`src/rtl/scan_chain_pkg.sv`:
```
package scan_chain_pkg;
  typedef enum logic { GATE_XOR = 1'b0, GATE_INV = 1'b1 } gateKind_e;

  typedef struct packed {
    logic capture;
    logic shift;
  } chainStrobe_t;
endpackage

```
`src/rtl/obf_scan_ctrl.sv`:
```
module obf_scan_ctrl
  import scan_chain_pkg::*;
(
  input  logic         scanEn,
  output chainStrobe_t strobes
);
  always_comb begin
    strobes.capture = ~scanEn;
    strobes.shift   = scanEn;
  end
endmodule

```
`src/rtl/obf_scan_datapath.sv`:
```
module obf_scan_datapath
  import scan_chain_pkg::*;
#(
  parameter int                   CHAIN_LEN = 8,
  parameter logic [CHAIN_LEN-1:0] LINK_MASK = 8'b1010_0101,
  parameter gateKind_e            GATE_KIND = GATE_XOR
) (
  input  logic                 clk,
  input  logic                 rst,
  input  chainStrobe_t         strobes,
  input  logic                 scanIn,
  input  logic [CHAIN_LEN-1:0] funcIn,
  output logic [CHAIN_LEN-1:0] cells
);
  localparam int LAST = CHAIN_LEN - 1;

  logic [CHAIN_LEN-1:0] linkBit;
  logic [CHAIN_LEN-1:0] shiftVal;

  genvar i;
  generate
    for (i = 0; i < CHAIN_LEN; i++) begin : gLink
      if (i == 0) begin : gHead
        assign linkBit[i] = scanIn;
      end else begin : gBody
        assign linkBit[i] = cells[i-1];
      end

      if (!LINK_MASK[i]) begin : gPlain
        assign shiftVal[i] = linkBit[i];
        AST_PLAIN_LINK: assert property (@(posedge clk) disable iff (rst)
          strobes.shift |=> cells[i] == $past(linkBit[i]));
      end else if (GATE_KIND == GATE_INV) begin : gInv
        assign shiftVal[i] = ~linkBit[i];
        AST_INV_LINK: assert property (@(posedge clk) disable iff (rst)
          strobes.shift |=> cells[i] != $past(linkBit[i]));
      end else begin : gXor
        assign shiftVal[i] = linkBit[i] ^ cells[i];
        AST_XOR_LINK: assert property (@(posedge clk) disable iff (rst)
          strobes.shift |=> cells[i] == ($past(linkBit[i]) ^ $past(cells[i])));
      end
    end
  endgenerate

  always_ff @(posedge clk or posedge rst) begin
    if (rst)                  cells <= '0;
    else if (strobes.capture) cells <= funcIn;
    else if (strobes.shift)   cells <= shiftVal;
  end

  AST_CAPTURE_LOAD: assert property (@(posedge clk) disable iff (rst)
    strobes.capture |=> cells == $past(funcIn));

  AST_RESET_CLEAR: assert property (@(posedge clk)
    (rst && $past(rst)) |-> cells == '0);

  AST_LAST_CELL_VALID: assert property (@(posedge clk) disable iff (rst)
    strobes.shift |=> cells[LAST] == $past(shiftVal[LAST]));

  generate
    if (GATE_KIND == GATE_XOR) begin : gZeroHold
      AST_XOR_ZERO_HOLD: assert property (@(posedge clk) disable iff (rst)
        (strobes.shift && !scanIn && cells == '0) |=> cells == '0);
    end
  endgenerate
endmodule

```
`src/rtl/obf_scan_chain.sv`:
```
module obf_scan_chain
  import scan_chain_pkg::*;
#(
  parameter int                   CHAIN_LEN = 8,
  parameter logic [CHAIN_LEN-1:0] LINK_MASK = 8'b1010_0101,
  parameter gateKind_e            GATE_KIND = GATE_XOR
) (
  input  logic                 clk,
  input  logic                 rst,
  input  logic                 scanEn,
  input  logic                 scanIn,
  input  logic [CHAIN_LEN-1:0] funcIn,
  output logic [CHAIN_LEN-1:0] funcOut,
  output logic                 scanOut
);
  chainStrobe_t         strobes;
  logic [CHAIN_LEN-1:0] cells;

  obf_scan_ctrl uCtrl (
    .scanEn  (scanEn),
    .strobes (strobes)
  );

  obf_scan_datapath #(
    .CHAIN_LEN (CHAIN_LEN),
    .LINK_MASK (LINK_MASK),
    .GATE_KIND (GATE_KIND)
  ) uPath (
    .clk     (clk),
    .rst     (rst),
    .strobes (strobes),
    .scanIn  (scanIn),
    .funcIn  (funcIn),
    .cells   (cells)
  );

  assign funcOut = cells;
  assign scanOut = cells[CHAIN_LEN-1];

  AST_SCAN_TAP: assert property (@(posedge clk) disable iff (rst)
    !scanEn |=> scanOut == $past(funcIn[CHAIN_LEN-1]));
endmodule

```
`config.mk`:
```
export PLATFORM = sky130hd
export DESIGN_NAME = obf_scan_chain
export DESIGN_NICKNAME = d
export VERILOG_FILES = /design/src/rtl/scan_chain_pkg.sv /design/src/rtl/obf_scan_ctrl.sv /design/src/rtl/obf_scan_datapath.sv /design/src/rtl/obf_scan_chain.sv
export SDC_FILE = /design/constraint.sdc
export NUM_CORES = 1
export LEC_CHECK = 0
export ABC_CLOCK_PERIOD_IN_PS = 1000
export BUFFER_PORTS_ARGS = -buffer_cell sky130_fd_sc_hd__clkbuf_2
export CORE_AREA = 2 2 39 41
export DETAILED_ROUTE_END_ITERATION = 16
export DIE_AREA = 0 0 41 43
export PLACE_DENSITY = 0.51
export SLEW_MARGIN = 10
export SYNTH_ARGS = -nofsm -noshare
export SYNTH_HDL_FRONTEND = slang
export SYNTH_SLANG_ARGS = --single-unit
```
`constraint.sdc`:
```
create_clock -name clk -period 1 [get_ports clk]
set_input_delay 0.1 -clock clk [delete_from_list [all_inputs] [get_ports clk]]
set_output_delay 0.1 -clock clk [all_outputs]
set_load 0.05 [all_outputs]
```
Word-level counts from Yosys, hierarchy flattened
Index checks and enable logic that the tools add are counted.
- bits in latches: 0
- memory bits (writable): 0
- bits in read-only memories: 0
- memories: 0
- input bits: 12
- word-level logic and storage cells: 6
- output and inout bits: 9
- flip-flop bits (word level): 8
- bitwise operators: 4
- shift operators: 0
- reduce and logical (&&, ||, !) cells: 0
- eq/ne operators: 0
- magnitude comparators: 0
- add/sub/neg operators: 0
- divide/modulo/power cells: 0
- multiplexer cells: 1
- multipliers: 0
- operators with widths (cell ; count):
    $mux 8 ; 1
    $xor 1x1->1 ; 4

Logic depth before layout (Yosys ltp)
Gate-level depths: netlist (run 1).
- word-level depth: 2
- gate-level depth with buffers: 3
- mapped depth without buffers: 2

Hierarchy
From an unflattened synthesis (run 1), not the netlist that was laid out.
- cells, all modules: 43
- area total of the unflattened synthesis: 449.2 sq um
- by module, submodules not included (module ; cells each ; times used ; area an instance (sq um)):
    obf_scan_datapath ; 40 ; 1 ; 430.4
    obf_scan_ctrl ; 2 ; 1 ; 11.3
    obf_scan_chain ; 1 ; 1 ; 7.5

Worst setup path after synthesis (run 1)
Ideal clock, no wire load.
- path kind: flip-flop to output port
- from: register uPath.cells[7]
- to: output port funcOut[7]
- slack: -20 ps
- stages on the path, launching flop included: 2
- data required time: 900 ps
- data arrival time: 920 ps
- path buffers: 1
- cells stage by stage: dfrtp_1 buf_4
- RTL lines (element ; RTL line ; source):
    start: declaration ; obf_scan_datapath.sv:13 ; output logic [CHAIN_LEN-1:0] cells
    start signal: assignment ; obf_scan_datapath.sv:47 ; else if (strobes.capture) cells <= funcIn;
    start signal: assignment ; obf_scan_datapath.sv:48 ; else if (strobes.shift) cells <= shiftVal;
    end: declaration ; obf_scan_chain.sv:13 ; output logic [CHAIN_LEN-1:0] funcOut,
No word-level cell between the ends.

Worst setup path in the final report (run 1)
- from: register uPath.cells[7]
- to: output port funcOut[7]
No word-level cell between the ends.

==> flow_summary.ini, run 1 <==
[hold_path]
hold_depth = 3
min_to = uPath.cells[2]
holdCritStartpoint = funcIn[2]
hp-class = input pin to flop

[worst_setup_path]
slowest_stage = dfrtp_2
arrival_ps = 870
critPathMaxStageDelay_ps = 410
worst_ep_required_time_ps = 900
crit_type = flop to output pin
crit_chain = clkbuf_4
reg2reg_from = uPath.cells[0]
critPathCaptureType = output pin
rr_endpoint = uPath.cells[1]
r2r_slack_ps = 210
critPathLaunchType = flop
reg2reg_depth = 1
crit_buf_inv = 1
path_delay_family = flip-flops
worst-path-max-fanout = 3

[placement]
globalplace.congestion = 0.547
placed_cell_area_um2 = 452
placed_cells = 61
hpwl_um = 470
pre_cts_slack_ps = 153
port_buffers = 20

[drt]
avgRoutedWirePerCell_um = 8.94
viasPerCell = 3.98
via_count = 259
drc_errors = 0
initialDrtViolationCount = 0
wl_um = 581
antenna_left = 0
dr.pass1.iters = 1

[floorplan]
fp.dieH_um = 43
pin_count = 21
rows = 14
core_um2 = 1380
die_width_um = 41
initial_core_util_pct = 25.0
die-area_um2 = 1760

[layout]
instances_no_fill = 65
nets = 63
n_antenna_cell = 0
largest_register = uPath.cells
synthToLayoutAreaGrowth_pct = 46.0
layout-drive-gt1-share_pct = 63.3
nFillCells = 145
reg_top3 = uPath.cells x8
layout_commonest_cell = clkbuf_2
largest_reg_flops = 8
final_cell_area_um2 = 504
final_cell_mix = clkbuf_2 (11), clkbuf_4 (9)

[clock_tree]
clk_latency_ps = 250
cts_root_buf = clkbuf_4
numCtsBuffers = 3
clk_pin_slew_ps = 50
clockBufferDepth = 2
post_cts_buffers = 0
cts_sinks = 8
cts_tree = yes
htree_num_levels = 1

[power_and_ir_drop]
pwr-share-comb_pct = 37.0
switching_share_pct = 36.7
irDropWorstVdd_uv = 1000
p_int_uw = 643
p_leak_nw = 0.243
power.clock.fraction_pct = 22.8
p_total_mw = 1.02
pwr-share-seq_pct = 40.2
p_switching_uw = 373
power.density_nw_per_um2 = 2010

[synth]
ys_warn_count = 0
netlist.area_leader.share_pct = 58.0
syn_area_um2 = 345
syn-num-nets = 39
post-synth-top-area-cell = dfrtp_1
synth_seq_cells = 8
synthTopCellsByArea = dfrtp_1 (58%), xnor2_1 (10%), mux2_4 (8.7%)
yosysSeqAreaShare_pct = 58.0
syn_area_per_cell_um2 = 12.8
netlist_instances = 27
yosysUniqueCellTypes = 9

[global_routing]
grt_pass1_vias = 218
grtUsageTotal_pct = 7.60
grt_max_degree = 13
grt_overflow_total = 0
antenna_found_initial = 0
grt_first_pass_wirelength_um = 841

[timing]
rsz0062_at_grt = false
worst_slack_ps = 28.1
timing.final.setup_violations = 0
tightest_slew_ps = 295
hold_violations = 0
finClkSkew_ps = 1.22
finalCriticalPeriod_ps = 972
period_share_pct = 97.2
tns_ps = 0
finalMaxSlewViolations = 0
relSlewSlack_pct = 80.3
fmax_mhz = 1030

[outcome]
status = finished, final reports clean

[job]
maxCapViolations = 0
## routing by layer
metal / global-route usage [%] / vias to the layer above / part of all wire, %
met5: 0 / - / 0
met4: 2.00 / 0 / 0
met3: 7.85 / 0 / 16
met2: 10.3 / 19 / 42
met1: 7.95 / 108 / 42
li1: - / 132 / -
## cell families (layout without fill, tap and decap cells)
family          after synthesis  count (layout)  share of synthesized area (%)
flops                         8               8                           58.0
compound gates                4               4                           5.80
xor+xnor                      4               4                           10.1
mux                           4               4                           15.2
simple gates                  4               4                           4.35
buf+inv                       3              25                           6.52
## area by class of cell
class | count | area (um^2) | area share, %
multi-input combinational | 16 | 123 | 24.3
sequential | 8 | 205 | 40.7
tap | 16 | 20.0 | 3.97
inverter | 1 | 3.75 | 0.744
clock buffer | 3 | 22.5 | 4.47
timing repair buffer | 21 | 130 | 25.8
## cells in the mapped netlist
master   count
nor2_1       4
xnor2_1      4
dfrtp_1      8
buf_6        1
mux2_2       2
a21oi_1      4
inv_1        1
buf_4        1
mux2_4       2
## worst max-delay path by stage
stage,start,endpoint,slack (ps),cells past startpoint
after global routing,uPath.cells[7],scanOut,2,1
after detailed placement,scanEn,uPath.cells[6],150,2
after CTS,uPath.cells[6],funcOut[6],1,1
after global placement,scanEn,uPath.cells[6],170,2
final,uPath.cells[7],funcOut[7],30,1
after floorplan,uPath.cells[3],uPath.cells[4],10,1
## timing repair
item,CTS,global route
pin swaps,0,0
endpoints found under the hold margin,8,0
hold buffers,1,0
gates resized for setup,5,9
endpoints found under the setup margin,5,6
## power by group through the flow
stage / clock (mW) / combinational (mW) / sequential [mW]
6_report: 0.232 / 0.376 / 0.408
2_1_floorplan: 0 / 0.122 / 0.569
5_1_grt: 0.262 / 0.397 / 0.414
3_5_place_dp: 0 / 0.352 / 0.414
3_3_place_gp: 0 / 0.352 / 0.414
4_1_cts: 0.245 / 0.372 / 0.408
## stage by stage
stage	utilization (%)	hold WS, ps
global route	36.4	77.4
detailed placement	32.6	37.6
CTS	35.9	73.0
floorplan	-	-84.6
finish	36.4	82.1
global placement	32.6	40.8
(Power assumes the default switching activity.)
==> inputs of run 2 (changes only) <==
GPL_TIMING_DRIVEN = 0   (was not set)
==> run 2 against run 1 <==
Against the previous run: the run now ends with negative setup slack left; combinational power is 12% higher; count of clock-buffer cells in the layout is the same; total power up 5.6%; critical path depth increased by 1; sequential share of layout area shrank 3.0 points; register-to-register slack about the same; routed wire length grew 13%; largest cell class unchanged; largest power group is now combinational logic.
==> flow_summary.ini, run 2 (same netlist as run 1, synthesis figures left out) <==
[outcome]
status = complete, but fails checks
violations = negative setup slack

[worst_setup_path]
worst_ep_required_time_ps = 900
crit_type = flop to output pin
worst-path-max-fanout = 3
arrival_ps = 950
critPathLaunchType = flop
critPathCaptureType = output pin

[power_and_ir_drop]
switching_share_pct = 36.5
irDropWorstVdd_uv = 750
p_switching_uw = 392
p_total_mw = 1.07
power.density_nw_per_um2 = 1970
pwr-share-seq_pct = 38.2
pwr-share-comb_pct = 39.1
power.clock.fraction_pct = 22.7
p_int_uw = 681
p_leak_nw = 0.264

[drt]
antenna_left = 0
drc_errors = 0
dr.pass1.iters = 3
wl_um = 658
avgRoutedWirePerCell_um = 9.82
via_count = 273
viasPerCell = 4.07
initialDrtViolationCount = 1

[clock_tree]
cts_root_buf = clkbuf_4
post_cts_buffers = 0
cts_sinks = 8
clk_latency_ps = 250
htree_num_levels = 1
clk_pin_slew_ps = 50
numCtsBuffers = 3
cts_tree = yes
clockBufferDepth = 2

[hold_path]
hp-class = input pin to flop

[timing]
relSlewSlack_pct = 79.8
tns_ps = -46.1
finalCriticalPeriod_ps = 1050
finClkSkew_ps = 0.291
worst_slack_ps = -46.1
period_share_pct = 105
finalMaxSlewViolations = 0
timing.final.setup_violations = 1
rsz0062_at_grt = true
fmax_mhz = 956
hold_violations = 0
tightest_slew_ps = 303
holdWs_ps = 79.5

[layout]
synthToLayoutAreaGrowth_pct = 57.6
final_cell_area_um2 = 544
largest_reg_flops = 8
layout_commonest_cell = clkbuf_2
layout-drive-gt1-share_pct = 64.7
final_cell_mix = clkbuf_2 (12), clkbuf_4 (7)
reg_top3 = uPath.cells x8
nets = 65
n_antenna_cell = 0
largest_register = uPath.cells

[global_routing]
grt_pass1_vias = 256
antenna_found_initial = 0
grt_max_degree = 11
grt_first_pass_wirelength_um = 972
grtUsageTotal_pct = 8.63
grt_overflow_total = 0

[placement]
port_buffers = 20
hpwl_um = 503
placed_cell_area_um2 = 470
globalplace.congestion = 0.553

[floorplan]
core_um2 = 1380
initial_core_util_pct = 25.0
die-area_um2 = 1760
fp.dieH_um = 43
pin_count = 21
rows = 14
die_width_um = 41

[job]
maxCapViolations = 0
-- run 2: cell types whose count changed in the layout (fill, tap and decap cells not counted), sizes merged --
cell / delta
buf: +2
-- run 2: layout make-up --
type                       count  area [um^2]
multi-input combinational     16          123
timing repair buffer          21          148
inverter                       1         3.75
buffer                         2         22.5
tap                           16         20.0
sequential                     8          205
fill                         149          840
clock buffer                   3         22.5
-- run 2: worst paths after layout --
kind / start / end / slack (ps) / depth (start not counted)
max: uPath.cells[7] / funcOut[7] / -50 / 2
min: funcIn[3] / uPath.cells[3] / 80 / 2
max reg2reg: uPath.cells[0] / uPath.cells[1] / 200 / 1
min reg2reg: uPath.cells[3] / uPath.cells[4] / 510 / 1
max in group asynchronous: rst / uPath.cells[2] / 420 / 3
min in group asynchronous: rst / uPath.cells[6] / 330 / 3
-- run 2: per-stage QoR --
step,worst slack [ps],util [%],instances
floorplan,14.6,-,27
global placement,160,34.0,63
detailed placement,148,34.0,63
CTS,-59.7,39.0,67
global route,-77.7,39.3,67
finish,-46.1,39.3,67
-- run 2: timing repair --
action | 4_1_cts | 5_1_grt
hold endpoints to repair | 8 | 0
endpoints found under the setup margin | 6 | 7
hold buffers | 1 | 0
gates resized for setup | 9 | 7
-- run 2: per-layer routing --
| metal | vias up | share of wire (%) | GRT usage (%) |
|---|---|---|---|
| met5 | - | 0 | 0 |
| met4 | 0 | 0 | 6.00 |
| met3 | 0 | 10 | 3.14 |
| met2 | 15 | 47 | 11.9 |
| met1 | 120 | 43 | 10.7 |
| li1 | 138 | - | - |
-- run 2: power by group through the flow --
stage          clock [mW]  combinational, mW  sequential [mW]
2_1_floorplan           0              0.122            0.569
3_3_place_gp            0              0.364            0.415
3_5_place_dp            0              0.365            0.415
4_1_cts             0.258              0.416            0.411
5_1_grt             0.277              0.443            0.417
6_report            0.244              0.420            0.409
-- run 2: worst max-delay path: stages, from the launching register on --
cell	delay (ps)
dfrtp_2	420
buf_6	120
clkbuf_16	160
==> inputs of run 3 (changes only) <==
--- a/config.mk
+++ b/config.mk
@@ -7,3 +7,2 @@
 export LEC_CHECK = 0
-export ABC_CLOCK_PERIOD_IN_PS = 1000
 export BUFFER_PORTS_ARGS = -buffer_cell sky130_fd_sc_hd__clkbuf_2
==> constraint.sdc (replaced) <==
create_clock -name clk -period 1 [get_ports clk]
set_input_delay 0 -clock clk [delete_from_list [all_inputs] [get_ports clk]]
set_output_delay 0 -clock clk [all_outputs]
set_load 0.05 [all_outputs]
==> run 3 against run 2 <==
Against the previous run: the run now ends clean; global-route usage is 1.4 points higher; combinational power shrank 3%; critical path depth stayed put; final cell count grew 13%; clock power up 8%.
==> flow_summary.ini, run 3 (same netlist as run 1, synthesis figures left out) <==
[global_routing]
grt_max_degree = 11
grt_pass1_vias = 267
grtUsageTotal_pct = 10.0
grt_first_pass_wirelength_mm = 1.10
grt_overflow_total = 0
antenna_found_initial = 0

[timing]
finClkSkew_ps = 2.68
timing.final.setup_violations = 0
fmax_mhz = 1070
finalMaxSlewViolations = 0
rsz0062_at_grt = false
tns_ps = 0
hold_violations = 0
relSlewSlack_pct = 80.9
tightest_slew_ps = 286
finalCriticalPeriod_ps = 937
period_share_pct = 93.7

[floorplan]
initial_core_util_pct = 25.0
core_um2 = 1380
pin_count = 21
die-area_um2 = 1760
die_width_um = 41
fp.dieH_um = 43
rows = 14

[layout]
n_antenna_cell = 0
largest_register = uPath.cells
nets = 73
largest_reg_flops = 8
layout_commonest_cell = clkbuf_2
layout-drive-gt1-share_pct = 53.3
multiInputGateArea_um2 = 123
final_cell_mix = clkbuf_2 (19), dlygate4sd3_1 (9), dfrtp_1 (5)
nFillCells = 135
synthToLayoutAreaGrowth_pct = 72.5
instances_no_fill = 76
ff_latch_area_um2 = 204
reg_top3 = uPath.cells x8

[worst_setup_path]
reg2reg_from = uPath.cells[0]
crit_buf_inv = 2
reg2reg_depth = 1
critPathCaptureType = output pin
critPathMaxStageDelay_ps = 400
path_delay_family = flip-flops
crit_type = flop to output pin
arrival_ps = 940
slowest_stage = dfrtp_1
worst_ep_required_time_ps = 1000
crit_chain = buf_4 -> buf_8
r2r_slack_ps = 200
worst-path-max-fanout = 3
rr_endpoint = uPath.cells[1]
critPathLaunchType = flop

[clock_tree]
cts_root_buf = clkbuf_4
clk_latency_ps = 250
post_cts_buffers = 0
cts_sinks = 8
clk_pin_slew_ps = 50
cts_tree = yes
clockBufferDepth = 2
htree_num_levels = 1
numCtsBuffers = 3

[hold_path]
hold_depth = 3
min_to = uPath.cells[0]
hp-class = input pin to flop
holdCritStartpoint = scanIn

[placement]
placed_cells = 63
port_buffers = 20
globalplace.congestion = 0.533
hpwl_um = 523

[drt]
dr.pass1.iters = 1
wl_um = 714
met3_length_um = 77
initialDrtViolationCount = 0
via_count = 298
wl_met2_um = 315
viasPerCell = 3.92
drc_errors = 0
avgRoutedWirePerCell_um = 9.39
antenna_left = 0
wl_met1_um = 313
routed.top_layer = met4

[outcome]
status = finished, final reports clean

[power_and_ir_drop]
p_total_mw = 1.08
irDropWorstVdd_uv = 720
power.density_nw_per_um2 = 1810
p_leak_nw = 0.289

[job]
maxCapViolations = 0
run 3: layout make-up:
class / count / area share [%]
repair buffers: 29 / 33.6
flip-flops and latches: 8 / 34.2
plain buffers: 2 / 3.15
multi-input cells: 16 / 20.6
inverters: 1 / 0.630
well taps: 16 / 3.36
clock buffers: 4 / 4.41
run 3: stage by stage:
stage	hold slack (ps)	util [%]	setup slack, ps	cell area [um^2]
global placement	-59.3	33.9	218	469
detailed placement	-58.6	33.9	208	469
floorplan	-185	-	2.13	349
finish	32.0	43.0	63.3	596
global route	37.2	43.0	3.96	596
CTS	23.9	42.9	28.2	594
run 3: routing by layer:
metal | vias up | global-route usage (%)
li1 | 151 | -
met1 | 127 | 12.6
met2 | 18 | 13.4
met3 | 2 | 3.14
met4 | 0 | 8.00
met5 | - | 0
run 3: repair_timing:
action	in CTS	in global routing
cloned	0	0
hold buffers	9	0
gates resized for setup	2	1
endpoints found under the hold margin	16	0
setup endpoints to repair	1	1
run 3: where the power goes:
group	internal, mW	switching, mW
clock network	0.153	0.110
logic	0.154	0.253
registers	0.372	0.0364
run 3: worst max path at each step:
| stage | slack (ps) | from | endpoint | depth (start not counted) |
|---|---|---|---|---|
| floorplan | 2 | uPath.cells[7] | uPath.cells[7] | 2 |
| global placement | 220 | uPath.cells[0] | uPath.cells[1] | 1 |
| detailed placement | 210 | uPath.cells[0] | uPath.cells[1] | 1 |
| CTS | 30 | uPath.cells[7] | funcOut[7] | 2 |
| global route | 4 | uPath.cells[7] | scanOut | 1 |
| finish | 60 | uPath.cells[7] | funcOut[7] | 2 |
